**src/rtl/ssadc_pkg.sv**
```systemverilog
// Package: shared types for the ramp-crossing timer.
package ssadc_pkg;
    // Conversion sequencer phases.
    typedef enum logic [1:0] {
        ST_IDLE  = 2'd0,
        ST_DISCH = 2'd1,
        ST_RAMP  = 2'd2,
        ST_DONE  = 2'd3
    } seq_state_e;
endpackage

```
**src/rtl/ssadc_sync.sv**
```systemverilog
// Module: ssadc_sync
// Brings NUM_CH asynchronous comparator lines into the clock domain through
// two flops each, then flags a rising edge with one more history flop.
// Assumes the comparator lines are level signals that are slow relative to clk.
module ssadc_sync #(
    parameter int NUM_CH = 4
) (
    input  logic              clk,
    input  logic              rst_n,
    input  logic [NUM_CH-1:0] cmp_i,
    output logic [NUM_CH-1:0] rise_o
);
    for (genvar c = 0; c < NUM_CH; c++) begin : g_ch
        logic s1, s2, s3;

        // Two-stage synchroniser followed by a history flop.
        always_ff @(posedge clk) begin
            if (!rst_n) begin
                s1 <= 1'b0;
                s2 <= 1'b0;
                s3 <= 1'b0;
            end else begin
                s1 <= cmp_i[c];
                s2 <= s1;
                s3 <= s2;
            end
        end

        assign rise_o[c] = s2 & ~s3;
    end
endmodule

```
**src/rtl/ssadc_seq.sv**
```systemverilog
// Module: ssadc_seq
// Runs a conversion: discharge hold, then a ramp with an elapsed-time counter,
// then done. A start pulse in any phase restarts from discharge.
// Assumes hold_i is sampled only together with start_i.
module ssadc_seq
    import ssadc_pkg::*;
#(
    parameter int CNT_W  = 12,
    parameter int HOLD_W = 8
) (
    input  logic              clk,
    input  logic              rst_n,
    input  logic              start_i,
    input  logic [HOLD_W-1:0] hold_i,
    input  logic              all_capt_i,
    output seq_state_e        state_o,
    output logic [CNT_W-1:0]  count_o
);
    localparam logic [CNT_W-1:0] CNT_MAX = {CNT_W{1'b1}};

    logic [HOLD_W-1:0] hold_left;

    // Phase transitions, hold countdown and ramp counter.
    always_ff @(posedge clk) begin
        if (!rst_n) begin
            state_o   <= ST_IDLE;
            count_o   <= '0;
            hold_left <= '0;
        end else if (start_i) begin
            state_o   <= ST_DISCH;
            count_o   <= '0;
            hold_left <= hold_i;
        end else begin
            case (state_o)
                ST_DISCH: begin
                    if (hold_left <= HOLD_W'(1)) state_o <= ST_RAMP;
                    else                         hold_left <= hold_left - 1'b1;
                    count_o <= '0;
                end
                ST_RAMP: begin
                    if (all_capt_i || count_o == CNT_MAX) state_o <= ST_DONE;
                    else                                  count_o <= count_o + 1'b1;
                end
                default: ;
            endcase
        end
    end

    // the counter steps by exactly one inside a running ramp
    a_r3_cnt_step: assert property (@(posedge clk) disable iff (!rst_n)
        (state_o == ST_RAMP && $past(state_o) == ST_RAMP && !$past(start_i))
        |-> count_o == CNT_W'($past(count_o) + 1'b1));

    // every ramp begins from a zero count
    a_r2_ramp_from_zero: assert property (@(posedge clk) disable iff (!rst_n)
        $rose(state_o == ST_RAMP) |-> count_o == '0);
endmodule

```
**src/rtl/ssadc_chan.sv**
```systemverilog
// Module: ssadc_chan
// One result slot: latches the count on the first comparator edge of a ramp,
// or the saturated count with an overrange flag if none arrives.
// Assumes clear_i is the start pulse and arm_i is high only during the ramp.
module ssadc_chan #(
    parameter int CNT_W = 12
) (
    input  logic             clk,
    input  logic             rst_n,
    input  logic             clear_i,
    input  logic             arm_i,
    input  logic             rise_i,
    input  logic [CNT_W-1:0] count_i,
    output logic [CNT_W-1:0] result_o,
    output logic             captured_o,
    output logic             over_o
);
    localparam logic [CNT_W-1:0] CNT_MAX = {CNT_W{1'b1}};

    // Capture on the first edge; otherwise saturate at the last count.
    always_ff @(posedge clk) begin
        if (!rst_n || clear_i) begin
            result_o   <= '0;
            captured_o <= 1'b0;
            over_o     <= 1'b0;
        end else if (arm_i && !captured_o) begin
            if (rise_i) begin
                result_o   <= count_i;
                captured_o <= 1'b1;
            end else if (count_i == CNT_MAX) begin
                result_o   <= CNT_MAX;
                captured_o <= 1'b1;
                over_o     <= 1'b1;
            end
        end
    end

    // once captured, the result holds until the next start
    a_r5_result_frozen: assert property (@(posedge clk) disable iff (!rst_n)
        ($past(captured_o) && !$past(clear_i)) |-> $stable(result_o));

    // an overrange flag always comes with the saturated code
    a_r6_over_is_max: assert property (@(posedge clk) disable iff (!rst_n)
        over_o |-> (result_o == CNT_MAX && captured_o));
endmodule

```
**src/rtl/ss_adc_timer.sv**
```systemverilog
// Module: ss_adc_timer
// Top of the ramp-crossing timer: synchronises comparators, sequences the
// discharge and ramp, captures each channel and serves a read port.
// Assumes DATA_W >= CNT_W, DATA_W > DONE_BIT and NUM_CH <= 8.
module ss_adc_timer
    import ssadc_pkg::*;
#(
    parameter int CNT_W  = 12,
    parameter int NUM_CH = 4,
    parameter int HOLD_W = 8,
    parameter int SEL_W  = 2,
    parameter int DATA_W = 16,
    parameter int ADDR_W = 3
) (
    input  logic              clk,
    input  logic              rst_n,
    input  logic              sync_i,
    input  logic [HOLD_W-1:0] rst_hold_i,
    input  logic [SEL_W-1:0]  aux_sel_i,
    input  logic [NUM_CH-1:0] cmp_i,
    output logic              cap_rst_o,
    output logic [SEL_W-1:0]  aux_mux_o,
    input  logic [ADDR_W-1:0] rd_addr_i,
    output logic [DATA_W-1:0] rd_data_o
);
    localparam int DONE_BIT = 8;
    localparam logic [ADDR_W-1:0] STAT_ADDR = ADDR_W'(NUM_CH);

    seq_state_e        state;
    logic [CNT_W-1:0]  count;
    logic [NUM_CH-1:0] rise, captured, over;
    logic [CNT_W-1:0]  result [NUM_CH];
    logic              done;

    ssadc_sync #(.NUM_CH(NUM_CH)) sync_i0 (
        .clk(clk), .rst_n(rst_n), .cmp_i(cmp_i), .rise_o(rise)
    );

    ssadc_seq #(.CNT_W(CNT_W), .HOLD_W(HOLD_W)) seq_i0 (
        .clk(clk), .rst_n(rst_n), .start_i(sync_i), .hold_i(rst_hold_i),
        .all_capt_i(&captured), .state_o(state), .count_o(count)
    );

    for (genvar c = 0; c < NUM_CH; c++) begin : g_chan
        ssadc_chan #(.CNT_W(CNT_W)) chan_i (
            .clk(clk), .rst_n(rst_n), .clear_i(sync_i),
            .arm_i(state == ST_RAMP), .rise_i(rise[c]), .count_i(count),
            .result_o(result[c]), .captured_o(captured[c]), .over_o(over[c])
        );
    end

    // Multiplexer select is latched only at a start pulse.
    always_ff @(posedge clk) begin
        if (!rst_n)      aux_mux_o <= '0;
        else if (sync_i) aux_mux_o <= aux_sel_i;
    end

    assign cap_rst_o = (state != ST_RAMP);
    assign done      = (state == ST_DONE);

    // Read decode: results, then status, zero elsewhere.
    always_comb begin
        rd_data_o = '0;
        if (rd_addr_i < STAT_ADDR) begin
            for (int c = 0; c < NUM_CH; c++)
                if (rd_addr_i == ADDR_W'(c)) rd_data_o = DATA_W'(result[c]);
        end else if (rd_addr_i == STAT_ADDR) begin
            rd_data_o[NUM_CH-1:0] = over;
            rd_data_o[DONE_BIT]   = done;
        end
    end

    // done is gone one cycle after a start pulse
    a_r7_done_clears: assert property (@(posedge clk) disable iff (!rst_n)
        sync_i |=> !done);

    // the select moves only at a start pulse
    a_r8_sel_held: assert property (@(posedge clk) disable iff (!rst_n)
        !sync_i |=> $stable(aux_mux_o));

    // the discharge output is low only while the ramp runs, never in done
    a_r2_release_only_ramp: assert property (@(posedge clk) disable iff (!rst_n)
        done |-> cap_rst_o);
endmodule

```
**config.mk**
```make
export PLATFORM = sky130hd
export DESIGN_NAME = ss_adc_timer
export DESIGN_NICKNAME = d
export VERILOG_FILES = /design/src/rtl/ssadc_pkg.sv /design/src/rtl/ssadc_sync.sv /design/src/rtl/ssadc_seq.sv /design/src/rtl/ssadc_chan.sv /design/src/rtl/ss_adc_timer.sv
export SDC_FILE = /design/constraint.sdc
export NUM_CORES = 1
export LEC_CHECK = 0
export CAP_MARGIN = 40
export CELL_PAD_IN_SITES_DETAIL_PLACEMENT = 0
export CELL_PAD_IN_SITES_GLOBAL_PLACEMENT = 2
export CORE_MARGIN = 4
export CORE_UTILIZATION = 40
export DETAILED_ROUTE_END_ITERATION = 16
export GPL_ROUTABILITY_DRIVEN = 1
export PLACE_DENSITY = 0.89
export REMOVE_ABC_BUFFERS = 1
export SLEW_MARGIN = 20
export SYNTH_ARGS = -nofsm -noshare
export SYNTH_HDL_FRONTEND = slang
export SYNTH_SLANG_ARGS = --single-unit
```
**constraint.sdc**
```tcl
create_clock -name clk -period 4.9 [get_ports clk]
set_clock_uncertainty 0.1 [all_clocks]
set_input_delay 0.98 -clock clk [delete_from_list [all_inputs] [get_ports clk]]
set_output_delay 0.98 -clock clk [all_outputs]
set_load 0.05 [all_outputs]
```
==> flow_metrics.env <==
export IMPL_power_density_nw_per_um2=293
export IMPL_cts_made_buffers=9
export IMPL_worst_setup_path_start_kind="primary input"
export IMPL_grt_pass1_vias=2909
export IMPL_port_buffers=34
export IMPL_cts_tree="built"
export IMPL_synth_enable_flop_cells=0
export IMPL_cts_sinks=92
export IMPL_mostFrequentLayoutCells="dfxtp_1, o221a_1, nor2_1"
export IMPL_multi_input_area_um2=2010
export IMPL_worst_slack_ns=0.740
export IMPL_wire_per_inst_um=16.7
export IMPL_pre_cts_ws_ns=0.703
export IMPL_critPathBufInv=3
export IMPL_synth_area_leaders="dfxtp_1, o221a_1, mux4_2"
export IMPL_coreArea_um2=9860
export IMPL_clk_pin_slew_worst_paths_ns=0.08
export IMPL_final_common_cell="dfxtp_1"
export IMPL_outcome="complete, no violations"
export IMPL_drt_drc_violations_left=0
export IMPL_avgSynthCellArea_um2=10.5
export IMPL_max_cap_violations=0
export IMPL_rsz0062_at_grt="false"
export IMPL_ctsHtreeMaxLevel=3
export IMPL_grt_overflow_total=0
export IMPL_layout_nets=433
export IMPL_post_drt_via_cell_ratio=5.57
export IMPL_ys_seq_area_share_pct=44.9
export IMPL_hold_buffers=0
export IMPL_use_met1_pct=21.4
export IMPL_antenna_found_initial=0
export IMPL_vdd_ir_drop_max_v=0.000161
export IMPL_cp_end_kind="primary output"
export IMPL_drtPass1Iterations=4
export IMPL_period_share_pct=84.9
export IMPL_place_gp_congestion=0.781
export IMPL_fin_crit_ns=4.16
export IMPL_cts_root_buffer="clkbuf_8"
export IMPL_netlist_cell_type_count=51
export IMPL_use_met3_pct=4.82
export IMPL_track_usage_pct=16.2
export IMPL_criticalPathCategory="in -> out"
export IMPL_num_antenna_cells=0
export IMPL_p_total_mw=1.35
export IMPL_critical_path_required_ns=3.82
export IMPL_initial_core_util_pct=41.6
export IMPL_critPathMaxFanout=14
export IMPL_regArea_um2=1840
export IMPL_die_x_um=109
export IMPL_max_stage_delay_ns=0.65
export IMPL_maxSlewViolCount=0
export IMPL_syn2layout_area_growth_pct=12.5
export IMPL_crit_family="buffers and inverters"
export IMPL_path_cells="clkdlybuf4s50_1 > buf_4 > nand2b_1 > nor2_1 > a211oi_1 > a21oi_1 > o21ai_0 > buf_12"
export IMPL_worstSkewPairLatency_ns=0.37
export IMPL_fin_cells=544
export IMPL_synth_top_area_cell="dfxtp_1"
export IMPL_fmax_mhz=240
export IMPL_leakage_nw=1.60
export IMPL_finalHoldViolations=0
export IMPL_clockBufferDepth=2
export IMPL_syn_area_um2=4110
export IMPL_initialDrtViolationCount=148
export IMPL_async_flop_share_pct=0
export IMPL_dp_hpwl_mm=6.09
export IMPL_synth_top_flop_cell="dfxtp_1"
export IMPL_ys_seq_elements=92
export IMPL_synth_top_area_share_pct=44.9
export IMPL_die_height_um=109
export IMPL_crit_arrival_ns=3.08
export IMPL_fp_row_count=36
export IMPL_slowest_stage="clkdlybuf4s50_1"
export IMPL_layout_drive_gt1_share_pct=10.9
export IMPL_dp_cells=529
export IMPL_drt_wl_total_mm=9.09
export IMPL_hold_class="reg -> reg"
export IMPL_cts_resized=0
export IMPL_max_slew_margin_pct=49.6
export IMPL_final_antenna_net_count=0
export IMPL_grt_pass1_wl_mm=14.9
export IMPL_nFillCells=899
export IMPL_post_cts_buffers=0
export IMPL_vias=3031
export IMPL_synthCells=392
export IMPL_busiest_layer="met2"
export IMPL_yosysWarnings=0
export IMPL_setup_viol=0
export IMPL_fp_dieArea_um2=11900
export IMPL_grt_max_degree=53
export IMPL_setup_tns_ns=0
export IMPL_tightestPinTransition_ns=0.753
export IMPL_io_pin_count=39
export IMPL_grtUsageMet2_pct=25.3
## registers in the layout, indices dropped and copies added (netlist names)
register	count
sync_i0.g_ch.s2	4
aux_mux_o	2
sync_i0.g_ch.s1	4
g_chan.chan_i.result_o	48
seq_i0.hold_left	8
sync_i0.g_ch.s3	4
g_chan.chan_i.captured_o	4
seq_i0.count_o	12
seq_i0.state_o	2
g_chan.chan_i.over_o	4
## worst paths after layout
| check | startpoint | to | slack, ns | cells after the start |
|---|---|---|---|---|
| worst max-delay path | rd_addr_i[0] | rd_data_o[0] | 0.74 | 8 |
| worst min-delay path | sync_i0.g_ch[1].s1 | sync_i0.g_ch[1].s2 | 0.34 | 1 |
| worst max register to register | seq_i0.state_o[0] | g_chan[0].chan_i.result_o[1] | 2.30 | 6 |
| worst min register to register | sync_i0.g_ch[1].s1 | sync_i0.g_ch[1].s2 | 0.34 | 1 |
## cells in the mapped netlist (2+ instances only)
| cell type | number |
|---|---|
| dfxtp_1 | 92 |
| a2111oi_0 | 3 |
| and2_1 | 13 |
| o21a_1 | 4 |
| nand4_1 | 2 |
| or3_1 | 3 |
| buf_2 | 8 |
| buf_6 | 6 |
| a211oi_1 | 9 |
| o221a_1 | 48 |
| clkbuf_1 | 18 |
| buf_4 | 6 |
| o21ai_4 | 4 |
| nand3_1 | 4 |
| nor3_1 | 8 |
| nand3b_1 | 4 |
| nor2b_1 | 13 |
| nor4_1 | 2 |
| nand2_1 | 7 |
| ha_1 | 6 |
| xnor2_1 | 12 |
| mux2i_1 | 8 |
| o21ai_0 | 20 |
| nand2b_1 | 2 |
| a21oi_1 | 16 |
| nor2_1 | 33 |
| inv_1 | 11 |
| mux4_2 | 7 |
## report_power, final
group	switching [mW]	internal [mW]
Sequential	0.00991	0.760
Clock	0.264	0.182
Combinational	0.0826	0.0558
Total	0.357	0.998
## worst register-to-register path, stage by stage, from the launching register on
cell and delay (ns):
dfxtp_1 0.35, inv_1 0.07, ha_1 0.47, inv_2 0.15, or4_4 0.68, o21ai_4 0.45
o221a_1 0.28
## logic make-up (layout without fill, tap and decap cells)
logic type	Yosys count	in the layout	share of synthesized area (%)
DFF	92	92	44.9
AOI/OAI and AO/OA	114	114	24.6
adders and majority gates	6	6	1.83
buffers and inverters	51	67	6.55
and+or+nand+nor	100	100	13.5
xor gates and xnor gates	12	12	2.56
other	1	4	0.0913
muxes	16	16	6.07
## stage by stage
step           util (%)  instance area (um^2)  hold slack, ns
2_1_floorplan         -                  3900           0.312
3_3_place_gp       45.2                  4460           0.316
3_5_place_dp       45.2                  4460           0.321
4_1_cts            46.8                  4620           0.344
5_1_grt            46.8                  4620           0.364
6_report           46.8                  4620           0.338
## routing by layer
metal | vias to the layer above | share of wire (%)
met5 | - | 0
li1 | 1488 | -
met2 | 66 | 46
met4 | 0 | 1.4
met1 | 1466 | 47
met3 | 11 | 4.8
## layout make-up
type	instances	share of cell area (%)
sequential	92	39.9
inverter	13	1.06
clock inverter	4	0.596
clock buffer	11	2.84
tap	133	3.60
multi-input combinational	252	43.6
timing repair buffer	39	8.45
(Power assumes the default switching activity.)
